<file path="config.mk">
export PLATFORM = sky130hd
export DESIGN_NAME = prio_vec_resolver
export DESIGN_NICKNAME = d
export VERILOG_FILES = /design/src/rtl/pvr_pkg.sv /design/src/rtl/pvr_norm_pick.sv /design/src/rtl/pvr_fast_pick.sv /design/src/rtl/pvr_clr_gen.sv /design/src/rtl/prio_vec_resolver.sv
export SDC_FILE = /design/constraint.sdc
export NUM_CORES = 1
export LEC_CHECK = 0
export BUFFER_PORTS_ARGS = -buffer_cell sky130_fd_sc_hd__buf_2
export CAP_MARGIN = 0
export CORE_ASPECT_RATIO = 0.5
export CORE_MARGIN = 2
export CORE_UTILIZATION = 30
export DETAILED_ROUTE_END_ITERATION = 7
export GPL_ROUTABILITY_DRIVEN = 0
export GPL_TIMING_DRIVEN = 1
export PLACE_DENSITY_LB_ADDON = 0.12
export RECOVER_POWER = 25
export SYNTH_ARGS = -nofsm -noshare
export SYNTH_HDL_FRONTEND = slang
export SYNTH_HIERARCHICAL = 1
export SYNTH_SLANG_ARGS = --single-unit
</file>
<file path="constraint.sdc">
create_clock -name clk -period 2 [get_ports clk]
set_input_delay 0.6 -clock clk [delete_from_list [all_inputs] [get_ports clk]]
set_output_delay 0.6 -clock clk [all_outputs]
set_load 0.005 [all_outputs]
</file>
<file path="src/rtl/pvr_pkg.sv">
package pvr_pkg;
  localparam int NSRC     = 64;
  localparam int PW       = 4;
  localparam int IDXW     = $clog2(NSRC);
  localparam int STAT_W   = 32;
  localparam int HALF_W   = STAT_W / 2;

  typedef struct packed {
    logic            found;
    logic [IDXW-1:0] idx;
    logic [PW-1:0]   prio;
  } pick_t;
endpackage

</file>
<file path="src/rtl/pvr_norm_pick.sv">
module pvr_norm_pick
  import pvr_pkg::*;
#(
  parameter int N = NSRC,
  parameter int P = PW
) (
  input  logic [N-1:0]   act,
  input  logic [N*P-1:0] prio_flat,
  output pick_t          pick
);
  always_comb begin
    pick = '0;
    for (int i = 0; i < N; i++) begin
      // ">=" while scanning upward: the later (higher-numbered) equal wins
      if (act[i] && (!pick.found || (prio_flat[i*P +: P] >= pick.prio))) begin
        pick.found = 1'b1;
        pick.idx   = IDXW'(i);
        pick.prio  = prio_flat[i*P +: P];
      end
    end
  end
endmodule

</file>
<file path="src/rtl/pvr_fast_pick.sv">
module pvr_fast_pick
  import pvr_pkg::*;
#(
  parameter int N = NSRC
) (
  input  logic [N-1:0] act,
  output pick_t        pick
);
  always_comb begin
    pick = '0;
    for (int i = N - 1; i >= 0; i--) begin
      if (act[i]) begin
        pick.found = 1'b1;
        pick.idx   = IDXW'(i);
      end
    end
  end
endmodule

</file>
<file path="src/rtl/pvr_clr_gen.sv">
module pvr_clr_gen
  import pvr_pkg::*;
#(
  parameter int N = NSRC
) (
  input  logic            clk,
  input  logic            rst_n,
  input  logic            rd,
  input  logic            found,
  input  logic [IDXW-1:0] idx,
  output logic [N-1:0]    clr
);
  always_comb begin
    clr = '0;
    for (int i = 0; i < N; i++) begin
      clr[i] = rd && found && (idx == IDXW'(i));
    end
  end


  clr_onehot_chk: assert property (@(posedge clk) disable iff (!rst_n)
    $onehot0(clr));

  clr_idle_chk: assert property (@(posedge clk) disable iff (!rst_n)
    !rd |-> (clr == '0));
endmodule

</file>
<file path="src/rtl/prio_vec_resolver.sv">
module prio_vec_resolver
  import pvr_pkg::*;
#(
  parameter int N = NSRC,
  parameter int P = PW
) (
  input  logic           clk,
  input  logic           rst_n,
  input  logic [N-1:0]   norm_act,
  input  logic [N-1:0]   fast_act,
  input  logic [N*P-1:0] prio_words,
  input  logic           norm_rd,
  input  logic           fast_rd,
  output logic [31:0]    norm_status,
  output logic [31:0]    fast_status,
  output logic [N-1:0]   norm_clr,
  output logic [N-1:0]   fast_clr
);
  localparam logic [STAT_W-1:0] NONE = '1;

  pick_t norm_d, norm_q, fast_d, fast_q;
  logic  upd_en;

  pvr_norm_pick #(.N(N), .P(P)) u_norm (
    .act(norm_act), .prio_flat(prio_words), .pick(norm_d));
  pvr_fast_pick #(.N(N)) u_fast (
    .act(fast_act), .pick(fast_d));

  assign upd_en = 1'b1;

  always_ff @(posedge clk or negedge rst_n) begin
    if (!rst_n) begin
      norm_q <= '0;
      fast_q <= '0;
    end else if (upd_en) begin
      norm_q <= norm_d;
      fast_q <= fast_d;
    end
  end

  always_comb begin
    norm_status = NONE;
    fast_status = NONE;
    if (norm_q.found)
      norm_status = {{(HALF_W-IDXW){1'b0}}, norm_q.idx,
                     {(HALF_W-P){1'b0}}, norm_q.prio};
    if (fast_q.found)
      fast_status = {{(STAT_W-IDXW){1'b0}}, fast_q.idx};
  end

  pvr_clr_gen #(.N(N)) u_nclr (
    .clk(clk), .rst_n(rst_n), .rd(norm_rd),
    .found(norm_q.found), .idx(norm_q.idx), .clr(norm_clr));
  pvr_clr_gen #(.N(N)) u_fclr (
    .clk(clk), .rst_n(rst_n), .rd(fast_rd),
    .found(fast_q.found), .idx(fast_q.idx), .clr(fast_clr));


  norm_none_noclr_chk: assert property (@(posedge clk) disable iff (!rst_n)
    (norm_status == NONE) |-> (norm_clr == '0));

  fast_none_noclr_chk: assert property (@(posedge clk) disable iff (!rst_n)
    (fast_status == NONE) |-> (fast_clr == '0));

  norm_clr_src_chk: assert property (@(posedge clk) disable iff (!rst_n)
    (norm_clr != '0) |-> (($past(norm_act) & norm_clr) != '0));

  fast_clr_low_chk: assert property (@(posedge clk) disable iff (!rst_n)
    (fast_clr != '0) |-> ((($past(fast_act) & fast_clr) != '0) &&
                          (($past(fast_act) & (fast_clr - 1'b1)) == '0)));
endmodule

</file>
==> summary.json <==
{
  "grt": {
    "vias_in_the_first_global_route": 23634,
    "grt_max_degree": 27,
    "global_route.usage.total": 0.251,
    "grt_overflow": 0,
    "grt_antenna_before_repair": 30,
    "grt_first_pass_wirelength_mm": 115
  },
  "cts": {
    "clk_transition_reported_paths_ns": 0.06,
    "clock_sinks": 18,
    "max-clock-path-buffers": 2,
    "cts_root_buf": "sky130_fd_sc_hd__clkbuf_16",
    "cts-hold-fix-buffers": 0,
    "cts.htree.levels": 1,
    "clock_tree_from_tritoncts": "built",
    "cts_buffers": 3
  },
  "setup_path": {
    "crit_type": "input port to flop",
    "timing.critical_path.fanout_max": 8,
    "worst_ep_arrival_time_ns": 89.70,
    "cp-endpoint": "norm_q[9]$_DFF_PN0_",
    "cp_peak_stage_delay_ns": 0.52,
    "slowest_stage": "sky130_fd_sc_hd__o41a_1",
    "crit_path_start": "norm_act[0]",
    "critical_path_required_ns": 2.11,
    "worst_setup_path_start_kind": "input port",
    "timing.critical_path.mode_cell": "sky130_fd_sc_hd__nand2b_4",
    "worstSetupEndpointType": "flop"
  },
  "logic_synthesis": {
    "post_synth.cell_area_avg_um2": 6.72,
    "syn_inst": 2362,
    "warnings_synthesis": 6,
    "synth_nets": 2947,
    "netlist_area_um2": 15900
  },
  "floorplanning": {
    "io_pins": 580,
    "std_cell_rows": 59,
    "die_area_um2": 54900,
    "chipWidth_um": 329,
    "die_h_um": 167,
    "floorplan.core_area_um2": 52100,
    "initial_core_util": 0.304
  },
  "routing": {
    "routed_wirelength_mm": 75.1,
    "detail_route.first_pass.iterations": 7,
    "dr_total_vias": 24183,
    "detail_route.wl_per_cell_um": 15.6,
    "ant_nets": 0,
    "vias_per_cell": 5.04,
    "drtIter0Drc": 1053,
    "detail_route.drc_violations": 0
  },
  "sta": {
    "worst_slack_ns": -87.59,
    "max_slew.worst_pin.slew_ns": 1.06,
    "fmax_ghz": 0.0112,
    "setup_violations": 155,
    "finalCritPeriodShare": 44.8,
    "slew_headroom": 0.291,
    "rsz0062_at_grt": "yes",
    "final_hold_viol_count": 0,
    "fin_crit_ns": 89.59,
    "number_of_max_slew_violations_in_the_final_report": 0
  },
  "place": {
    "dp_hpwl_mm": 62.2,
    "number_of_buffer_cells_added_on_primary_ports": 579,
    "dpl.cell_count": 4526
  },
  "finish": {
    "finish.net_count": 4654,
    "mostFrequentLayoutCell": "sky130_fd_sc_hd__buf_4",
    "highest_count_cells_in_the_layout_ignoring_fill_and_taps": "sky130_fd_sc_hd__buf_4 (1162), sky130_fd_sc_hd__buf_2 (577), sky130_fd_sc_hd__nor2_1 (245)",
    "register_area_um2": 457,
    "post_layout_nonfiller_instances": 4799,
    "filler_cell_count": 4740,
    "syn_to_final_growth_pct": 104,
    "multiInputGateArea_um2": 17800,
    "drive_above_1_share": 0.610
  },
  "status": {
    "violated_checks": "negative setup slack",
    "run_status": "finished, violations left"
  },
  "hold_path": {
    "hp-class": "input port to asynchronous set/reset pin"
  },
  "job": {
    "max_cap_viol_count": 0
  }
}
==> how the worst min path moves through the flow <==
| stage | from | to | slack [ns] | depth (start not counted) |
|---|---|---|---|---|
| floorplan | rst_n | fast_q[10]$_DFF_PN0_ | 0.30 | 0 |
| detailed placement | rst_n | fast_q[9]$_DFF_PN0_ | 0.58 | 1 |
| global route | rst_n | fast_q[9]$_DFF_PN0_ | 0.63 | 1 |
| CTS | rst_n | fast_q[9]$_DFF_PN0_ | 0.31 | 1 |
| global placement | rst_n | fast_q[8]$_DFF_PN0_ | 0.57 | 1 |
| finish | rst_n | norm_q[3]$_DFF_PN0_ | 0.52 | 1 |
==> state kept, by name (all words and copies together), names as in the netlist <==
signal	cells
fast_q	7
norm_q	11
==> per-stage QoR <==
stage / worst slack [ns] / instance area (µm²) / TNS, ns / hold slack, ns / util
2_1_floorplan: -86.96 / 17600 / -949.93 / 0.304 / -
3_3_place_gp: -88.12 / 28000 / -964.47 / 0.569 / 0.537
3_5_place_dp: -89.61 / 28000 / -980.78 / 0.575 / 0.537
4_1_cts: -86.87 / 30700 / -960.06 / 0.306 / 0.588
5_1_grt: -91.89 / 32400 / -1038.20 / 0.626 / 0.622
6_report: -87.59 / 32400 / -976.68 / 0.525 / 0.622
==> metal layers <==
layer / share of wire / vias to the layer above / global-route usage / wire [µm]
li1: - / 12202 / - / -
met1: 0.41 / 11333 / 0.296 / 31200
met2: 0.52 / 505 / 0.475 / 39000
met3: 0.028 / 143 / 0.0137 / 2100
met4: 0.038 / 0 / 0.0972 / 2830
met5: 0 / - / 0 / 0
==> final cells by class <==
cell class | instances | area share
multi-input combinational | 2047 | 0.549
sequential | 18 | 0.0141
antenna | 30 | 0.00232
timing repair inverter | 1 | 0.000232
timing repair buffer | 1805 | 0.382
clock buffer | 4 | 0.00274
tap | 701 | 0.0271
inverter | 193 | 0.0225
==> critical path, delay by kind of cell <==
| kind | cells | cell delay, ns |
|---|---|---|
| AO/OA/AOI/OAI | 242 | 41.08 |
| multiplexers | 15 | 4.84 |
| AND/OR/NAND/NOR | 160 | 19.75 |
| buffers and inverters | 25 | 3.01 |
| adder cells (fa/ha/maj) | 77 | 20.37 |
==> timing repair <==
action                                  in CTS  in global routing
setup buffers                              167                 76
endpoints found under the setup margin     145                166
pin swaps                                  293                237
gates resized for setup                    271                235
gates cloned                                 3                  1
Power is not shown: default switching activity piles up to over one toggle a cycle in this logic, so the estimate is an artifact.
